===== src/rtl/refresh_pkg.sv =====
package refresh_pkg;

  // Effective interval length: halved in the hot range, never below one clock.
  function automatic logic [31:0] eff_period(input logic [31:0] base, input logic hot);
    logic [31:0] p;
    p = hot ? (base >> 1) : base;
    if (p == 32'd0) p = 32'd1;
    return p;
  endfunction

endpackage


===== src/rtl/refresh_interval_timer.sv =====
module refresh_interval_timer #(
  parameter int CNT_W = 16
) (
  input  logic             clk,
  input  logic             rst,
  input  logic             hold,
  input  logic [CNT_W-1:0] cfg_interval,
  input  logic             temp_hot,
  output logic             tick
);
  import refresh_pkg::*;

  logic [CNT_W-1:0] cnt;
  logic [CNT_W-1:0] period_r;
  logic [CNT_W-1:0] next_period;
  logic [31:0]      calc;
  logic             at_end;

  always_comb begin
    calc        = eff_period(32'(cfg_interval), temp_hot);
    next_period = calc[CNT_W-1:0];
  end

  assign at_end = (cnt == period_r - 1'b1);
  assign tick   = !rst && !hold && at_end;

  always_ff @(posedge clk) begin
    if (rst || hold) begin
      cnt      <= '0;
      period_r <= next_period;
    end else if (at_end) begin
      cnt      <= '0;
      period_r <= next_period;
    end else begin
      cnt      <= cnt + 1'b1;
    end
  end


  period_stable_chk: assert property (@(posedge clk) disable iff (rst)
    (!hold && !at_end) |=> (period_r == $past(period_r)));


  timer_hold_chk: assert property (@(posedge clk) disable iff (rst)
    hold |=> (cnt == '0));

endmodule


===== src/rtl/refresh_debt_tracker.sv =====
module refresh_debt_tracker #(
  parameter int DEBT_W = 4
) (
  input  logic              clk,
  input  logic              rst,
  input  logic              tick,
  input  logic              ack,
  input  logic              clr,
  input  logic              seed,
  output logic [DEBT_W-1:0] debt,
  output logic [DEBT_W-1:0] debt_nxt
);
  localparam logic [DEBT_W-1:0] DEBT_MAX = '1;

  logic take;
  assign take = ack && (debt != '0);

  always_comb begin
    debt_nxt = debt;
    if (rst || clr) begin
      debt_nxt = '0;
    end else if (seed) begin
      debt_nxt = {{(DEBT_W-1){1'b0}}, 1'b1};
    end else begin
      unique case ({tick, take})
        2'b10:   debt_nxt = (debt == DEBT_MAX) ? debt : debt + 1'b1;
        2'b01:   debt_nxt = debt - 1'b1;
        default: debt_nxt = debt;
      endcase
    end
  end

  always_ff @(posedge clk) begin
    debt <= debt_nxt;
  end


  debt_sat_chk: assert property (@(posedge clk) disable iff (rst)
    (debt == DEBT_MAX && tick && !ack && !clr && !seed) |=> (debt == DEBT_MAX));


  no_underflow_chk: assert property (@(posedge clk) disable iff (rst)
    (debt == '0 && !tick && !clr && !seed) |=> (debt == '0));


  tick_ack_cancel_chk: assert property (@(posedge clk) disable iff (rst)
    (tick && take && !clr && !seed) |=> $stable(debt));

endmodule


===== src/rtl/refresh_scheduler.sv =====
module refresh_scheduler #(
  parameter int CNT_W        = 16,
  parameter int DEBT_W       = 4,
  parameter int POSTPONE_MAX = 8
) (
  input  logic              clk,
  input  logic              rst,
  input  logic [CNT_W-1:0]  cfg_interval,
  input  logic              temp_hot,
  input  logic              self_refresh,
  output logic              ref_req,
  output logic              ref_urgent,
  input  logic              ref_ack,
  output logic [DEBT_W-1:0] ref_backlog
);
  localparam logic [DEBT_W-1:0] URGENT_LVL = DEBT_W'(POSTPONE_MAX);

  logic              sr_q;
  logic              sr_exit;
  logic              tick;
  logic [DEBT_W-1:0] debt_nxt;

  always_ff @(posedge clk) begin
    sr_q <= self_refresh;
  end

  assign sr_exit = sr_q && !self_refresh;

  refresh_interval_timer #(.CNT_W(CNT_W)) u_timer (
    .clk          (clk),
    .rst          (rst),
    .hold         (self_refresh || sr_exit),
    .cfg_interval (cfg_interval),
    .temp_hot     (temp_hot),
    .tick         (tick)
  );

  refresh_debt_tracker #(.DEBT_W(DEBT_W)) u_debt (
    .clk      (clk),
    .rst      (rst),
    .tick     (tick),
    .ack      (ref_ack),
    .clr      (self_refresh),
    .seed     (sr_exit),
    .debt     (ref_backlog),
    .debt_nxt (debt_nxt)
  );

  always_ff @(posedge clk) begin
    if (rst) begin
      ref_req    <= 1'b0;
      ref_urgent <= 1'b0;
    end else begin
      ref_req    <= (debt_nxt != '0);
      ref_urgent <= (debt_nxt > URGENT_LVL);
    end
  end


  req_hold_chk: assert property (@(posedge clk) disable iff (rst)
    (ref_req && !ref_ack && !self_refresh) |=> ref_req);


  urgent_level_chk: assert property (@(posedge clk) disable iff (rst)
    ref_urgent |-> (ref_backlog > URGENT_LVL));


  sr_quiet_chk: assert property (@(posedge clk) disable iff (rst)
    self_refresh |=> (!ref_req && !ref_urgent));


  sr_exit_chk: assert property (@(posedge clk) disable iff (rst)
    $fell(self_refresh) |=> (ref_req && ref_backlog == 1));

endmodule


===== config.mk =====
export PLATFORM = sky130hd
export DESIGN_NAME = refresh_scheduler
export DESIGN_NICKNAME = d
export VERILOG_FILES = /design/src/rtl/refresh_pkg.sv /design/src/rtl/refresh_interval_timer.sv /design/src/rtl/refresh_debt_tracker.sv /design/src/rtl/refresh_scheduler.sv
export SDC_FILE = /design/constraint.sdc
export NUM_CORES = 1
export LEC_CHECK = 0
export CAP_MARGIN = 10
export CORE_ASPECT_RATIO = 0.7
export CORE_UTILIZATION = 63
export CTS_CLUSTER_SIZE = 25
export DETAILED_ROUTE_END_ITERATION = 12
export DONT_BUFFER_PORTS = 1
export PLACE_DENSITY_LB_ADDON = 0.25
export SYNTH_ARGS = -nofsm -noshare
export SYNTH_HDL_FRONTEND = slang
export SYNTH_HIERARCHICAL = 1
export SYNTH_SLANG_ARGS = --single-unit

===== constraint.sdc =====
create_clock -name clk -period 4.8 [get_ports clk]
set_clock_uncertainty 0.05 [all_clocks]
set_input_delay 0.48 -clock clk [delete_from_list [all_inputs] [get_ports clk]]
set_output_delay 0.48 -clock clk [all_outputs]
set_load 0.005 [all_outputs]

=== Yosys cells after proc, flatten, opt, wreduce, memory -nomap -nowiden ===
Cells that the tools add are included.

* Divide/modulo/power cells: 0
* $add $sub $neg: 4
* Magnitude comparators: 1
* Multipliers: 0
* Shift operators: 0
* Muxes and demuxes: 8
* Bitwise gates (word level): 0
* Equal/unequal tests: 4
* Reduce and logical (&&, ||, !) cells: 15

{| class="wikitable"
|+ Operators with widths
! kind !! number
|-
| $mux 16 || 4
|-
| $logic_not 32->1 || 1
|-
| $add 16x1->16 const B || 1
|-
| $eq 16x16->1 || 1
|-
| $sub 16x1->16 const B || 1
|-
| $mux 4 || 3
|-
| $pmux 4 s2 || 1
|-
| $reduce_bool 4->1 || 2
|-
| $add 4x1->4 const B || 1
|-
| $eq 4x4->1 const B || 1
|-
| $gt 4x4->1 const B || 1
|-
| $logic_and 1x1->1 || 4
|-
| $sub 4x1->4 const B || 1
|-
| $logic_not 1->1 || 3
|-
| $logic_or 1x1->1 || 3
|-
| $eq 2x1->1 const B || 1
|-
| $eq 2x2->1 const B || 1
|-
| $reduce_bool 2->1 || 1
|-
| $reduce_or 2->1 || 1
|}

* Register bits after elaboration: 39
* Latch bits: 0
* Output and inout port bits: 6
* Bits in read-only memories: 0
* RAM bits: 0
* Input port bits: 21
* Word-level logic and storage cells: 38
* Memories kept: 0

=== Depth between registers and ports, before layout ===
* Depth in word-level cells: 11
* Mapped depth: 17
* Gate-level depth less buffers: 15

=== By module ===
Netlist, hierarchy kept.

{| class="wikitable"
|+ Modules (own cells, without submodules)
! module !! area each (um2) !! instances !! cells an instance !! sequential area each (um2)
|-
| refresh_interval_timer || 2,112.0 || 1 || 226 || 800.8
|-
| refresh_debt_tracker || 354.1 || 1 || 45 || 80.1
|-
| refresh_scheduler || 96.3 || 1 || 9 || 60.1
|}

=== Worst setup path before layout ===
No wires, ideal clock.

* Kind: reg-to-reg
* Start: register u_timer.period_r[0]
* End: register ref_req
* Data arrival time: 3.229 ns
* Cell stages (with the launch flop): 16
* Buffers on the path: 2
* Data required time: 4.680 ns
* Period minus slack after synthesis: 3.349 ns
* Library setup time: 0.070 ns
* Slack: 1.451 ns
* Cells stage by stage: edfxtp_1 or4_1 buf_2 nor3_2 o21ai_1 a2111oi_0 and3_1 buf_4 and3_1 inv_1 ha_1 nor2_1 nand3_1 a311oi_1 nor3_2 a21oi_1

* Word-level cells in the longest chain between the ends: 8
* Elaborated cells on any way between the ends: 9
* Those cells by class: 1 x add/sub; 3 x eq/ne; 3 x mux; 2 x reduce/logical

{| class="wikitable"
|+ Ends and longest elaborated chain
! item !! line !! RTL
|-
| start, declared || refresh_interval_timer.sv:14 || <nowiki>logic [CNT_W-1:0] period_r;</nowiki>
|-
| start signal, assigned || refresh_interval_timer.sv:30 || <nowiki>period_r <= next_period;</nowiki>
|-
| start signal, assigned || refresh_interval_timer.sv:33 || <nowiki>period_r <= next_period;</nowiki>
|-
| $sub 16x1->16 (*) || refresh_interval_timer.sv:24 || <nowiki>assign at_end = (cnt == period_r - 1'b1);</nowiki>
|-
| $eq 16x16->1 (*) || refresh_interval_timer.sv:24 ||
|-
| $logic_and 1x1->1 (*) || refresh_interval_timer.sv:25 || <nowiki>assign tick = !rst && !hold && at_end;</nowiki>
|-
| net tick || refresh_scheduler.sv:20 || <nowiki>logic tick;</nowiki>
|-
| $eq 2x1->1 or $eq 2x2->1 (tied branches) || refresh_debt_tracker.sv:25 || <nowiki>unique case ({tick, take})</nowiki>
|-
| $pmux 4 s2 (*) || refresh_debt_tracker.sv:25 ||
|-
| $mux 4 (*) || refresh_debt_tracker.sv:22 || <nowiki>end else if (seed) begin</nowiki>
|-
| $mux 4 (*) || refresh_debt_tracker.sv:20 || <nowiki>if (rst || clr) begin</nowiki>
|-
| net debt_nxt[0] || refresh_scheduler.sv:21 || <nowiki>logic [DEBT_W-1:0] debt_nxt;</nowiki>
|-
| $reduce_bool 4->1 (*) || refresh_scheduler.sv:54 || <nowiki>ref_req <= (debt_nxt != '0);</nowiki>
|-
| end signal, assigned || refresh_scheduler.sv:54 ||
|-
| end, declared || refresh_scheduler.sv:11 || <nowiki>output logic ref_req,</nowiki>
|}

Mark *: on every way through the listed nets, which the timed path passes. The rest lies on a longest branch.
A chain may end at the register's enable or synchronous reset.

=== Final worst setup path ===
Ends and elaborated chain as after synthesis.

==> metrics.txt <==
syn_nets=307; post-route cell area=0.00268 mm^2; Initial Util=0.694; antenna cells=0; PortBufs=0; CP required=4980 ps; EDFF count, synth=16; residual DRC count=0; Clock Sinks=39; H-tree depth=2; drt wl/cell=16.0 um; Avg Cell Area, Syn=9.15 um^2; drt initial violations=174; outcome=completed; commonest non-fill, non-tap cell in the layout=nand2_1; ys flop type=dfxtp_1; count of hold-fix buffers inserted at cts=0; CP endpoint kind=flop; max-slew violations=0; clock-pin slew on the worst setup and hold paths=80 ps; Max FO, Critical Path=18; Worst Path Arrival=4120 ps; Die W=78.2 um; slowest CP cell=nor4_2; Synth Warn #=6; gr ovfl total=0; die area=0.00433 mm^2; GRT Overall Usage=0.267; Worst setup SP type=flop; synthesis-to-layout area growth=4.39%; via count=2033; GP Congestion=0.934; # nets final=305; setup slack after layout=860 ps; Static Leak=0.922 nW; Met3 Routed Length=443 um; final setup fails=0; drt via density=6.18; CP peak stage delay=660 ps; register area share after synthesis=0.367; Post-CTS Resized=0; Row Count=18; Max Used Layer=met4; Mapped Area=0.00256 mm^2; Yosys reg bits=39; vias in the first global route=1859; HPWL Detailed=4.02 mm; # IOs=27; clk_lat worst skew=300 ps; share of layout cells above drive strength 1=0.151; metal2 WL=2.10 mm; Hold Crit Class=input pin to flop; commonest non-fill, non-tap cells in the layout=nand2_1, dfxtp_1, xnor2_1; crit-path most repeated cell=and3_1; pre-CTS setup slack=956 ps; pwr dens=263 mW/mm^2; max-cap violations=0; crit-path cells=nor4_2 -> and3_1 -> o2111ai_1 -> a2111oi_0 -> and3_1 -> buf_4 -> and3_1 -> inv_1 -> ha_1 -> inv_1 -> o21ai_0 -> o31ai_1 -> nor3_2 -> a21oi_1; DR pass1 iterations=5; Max rail drop VDD=0.000283 V; final hold vios=0; Cell variety after synth=52; Area after DPL=0.00257 mm^2; post-layout min period=3940 ps; largest net degree at the start of global routing=19; post-CTS setup buffer count=0; RSZ-0062 raised after global routing=false; post-synthesis instance total=280; Worst-Margin Slew=684 ps; CTS tree=done; Root Driver=clkbuf_8; Core ar.=0.00369 mm^2; CP Class=flop to flop; final period utilization=0.821; Total Routed Length=5.27 mm; FMAX=254 MHz; relative slew slack=0.544; Setup TNS Final=0 ps; Die Ht=55.4 um; Synth async-reset ratio=0; deepest clock path buffer count=2; cts bufs inserted=5; first-pass GRT wire length=8.87 mm; ANT nets after route=0; initial antenna violation count=0; WL met1=2.65 mm
worst paths after layout:
path         slack, ps                         to                               from  cells past startpoint
min reg2reg        510  u_timer/cnt[0]$_SDFF_PP0_          u_timer/cnt[0]$_SDFF_PP0_                      1
max reg2reg        860         ref_req$_SDFF_PP0_  u_timer/period_r[0]$_SDFFCE_PN1P_                     14
min                160               sr_q$_DFF_P_                       self_refresh                      0
max                860         ref_req$_SDFF_PP0_  u_timer/period_r[0]$_SDFFCE_PN1P_                     14
cells by family (layout without fill, tap and decap cells):
| kind of cell | Yosys count | after routing | synth area share |
|---|---|---|---|
| multiplexers | 15 | 15 | 0.0649 |
| AND/OR/NAND/NOR | 103 | 103 | 0.214 |
| buffers and inverters | 26 | 25 | 0.0532 |
| adder cells (fa/ha/maj) | 6 | 6 | 0.0293 |
| AO/OA/AOI/OAI | 58 | 58 | 0.159 |
| flip-flops | 39 | 39 | 0.367 |
| XOR/XNOR | 33 | 33 | 0.113 |
routing by layer:
layer | GRT usage | up-vias
li1 | - | 1008
met1 | 0.416 | 937
met2 | 0.351 | 76
met3 | 0.0678 | 12
met4 | 0.0952 | 0
met5 | 0 | -
critical path, delay by kind of cell, from the launching register on:
| family | cells | cell delay, ps |
|---|---|---|
| flip-flops | 1 | 470 |
| AND/OR/NAND/NOR | 5 | 1490 |
| AO/OA/AOI/OAI | 5 | 1090 |
| buffers and inverters | 3 | 450 |
| adder cells (fa/ha/maj) | 1 | 340 |
cell usage after synthesis, types with 2 or more instances:
master / n / area (um^2)
a21oi_1: 10 / 50.1
a21oi_2: 10 / 87.6
a31oi_1: 4 / 25.0
and3_1: 6 / 37.5
buf_6: 3 / 33.8
clkbuf_1: 7 / 26.3
dfxtp_1: 23 / 460
edfxtp_1: 16 / 480
ha_1: 6 / 75.1
inv_1: 13 / 48.8
mux2_2: 13 / 146
mux2i_1: 2 / 20.0
nand2_1: 29 / 109
nand2b_1: 4 / 25.0
nand3_1: 14 / 70.1
nand3b_1: 2 / 15.0
nand4_1: 5 / 31.3
nor2_1: 13 / 48.8
nor2b_1: 4 / 25.0
nor3_1: 9 / 45.0
nor3_2: 3 / 30.0
nor4_1: 3 / 18.8
nor4_2: 2 / 25.0
nor4b_1: 2 / 17.5
o2111ai_1: 3 / 26.3
o211ai_1: 2 / 15.0
o21a_1: 3 / 22.5
o21ai_0: 11 / 55.1
o21ai_1: 3 / 15.0
or3_1: 2 / 12.5
xnor2_1: 20 / 175
xor2_1: 13 / 114
registers in the layout, summed over array words and instances (netlist names):
name and count:
u_timer/cnt 16, ref_urgent 1, u_debt/debt 4, sr_q 1, u_timer/period_r 16, ref_req 1
area by class of cell:
class	instances	area, um^2
Multi-Input combinational cell	215	1490
Fill cell	280	1020
Sequential cell	39	941
Clock buffer	6	93.8
Tap cell	50	62.6
Inverter	13	48.8
Timing Repair Buffer	4	30.0
Clock inverter	2	13.8
metrics by stage:
stage / hold slack (ps) / util / total power, mW / instances
global placement: 458 / 0.695 / 0.453 / 321
floorplan: 458 / - / 0.442 / 280
finish: 156 / 0.724 / 0.704 / 329
CTS: 149 / 0.724 / 0.705 / 329
detailed placement: 458 / 0.695 / 0.455 / 321
global route: 148 / 0.724 / 0.727 / 329
power by group:
| group | leakage (nW) | switching (mW) | total (mW) | internal [mW] |
|---|---|---|---|---|
| Sequential | 0.353 | 0.0163 | 0.377 | 0.361 |
| Combinational | 0.512 | 0.0388 | 0.0727 | 0.0339 |
| Clock | 0.0563 | 0.121 | 0.255 | 0.134 |
No activity file was read; power rests on OpenSTA's default activity.
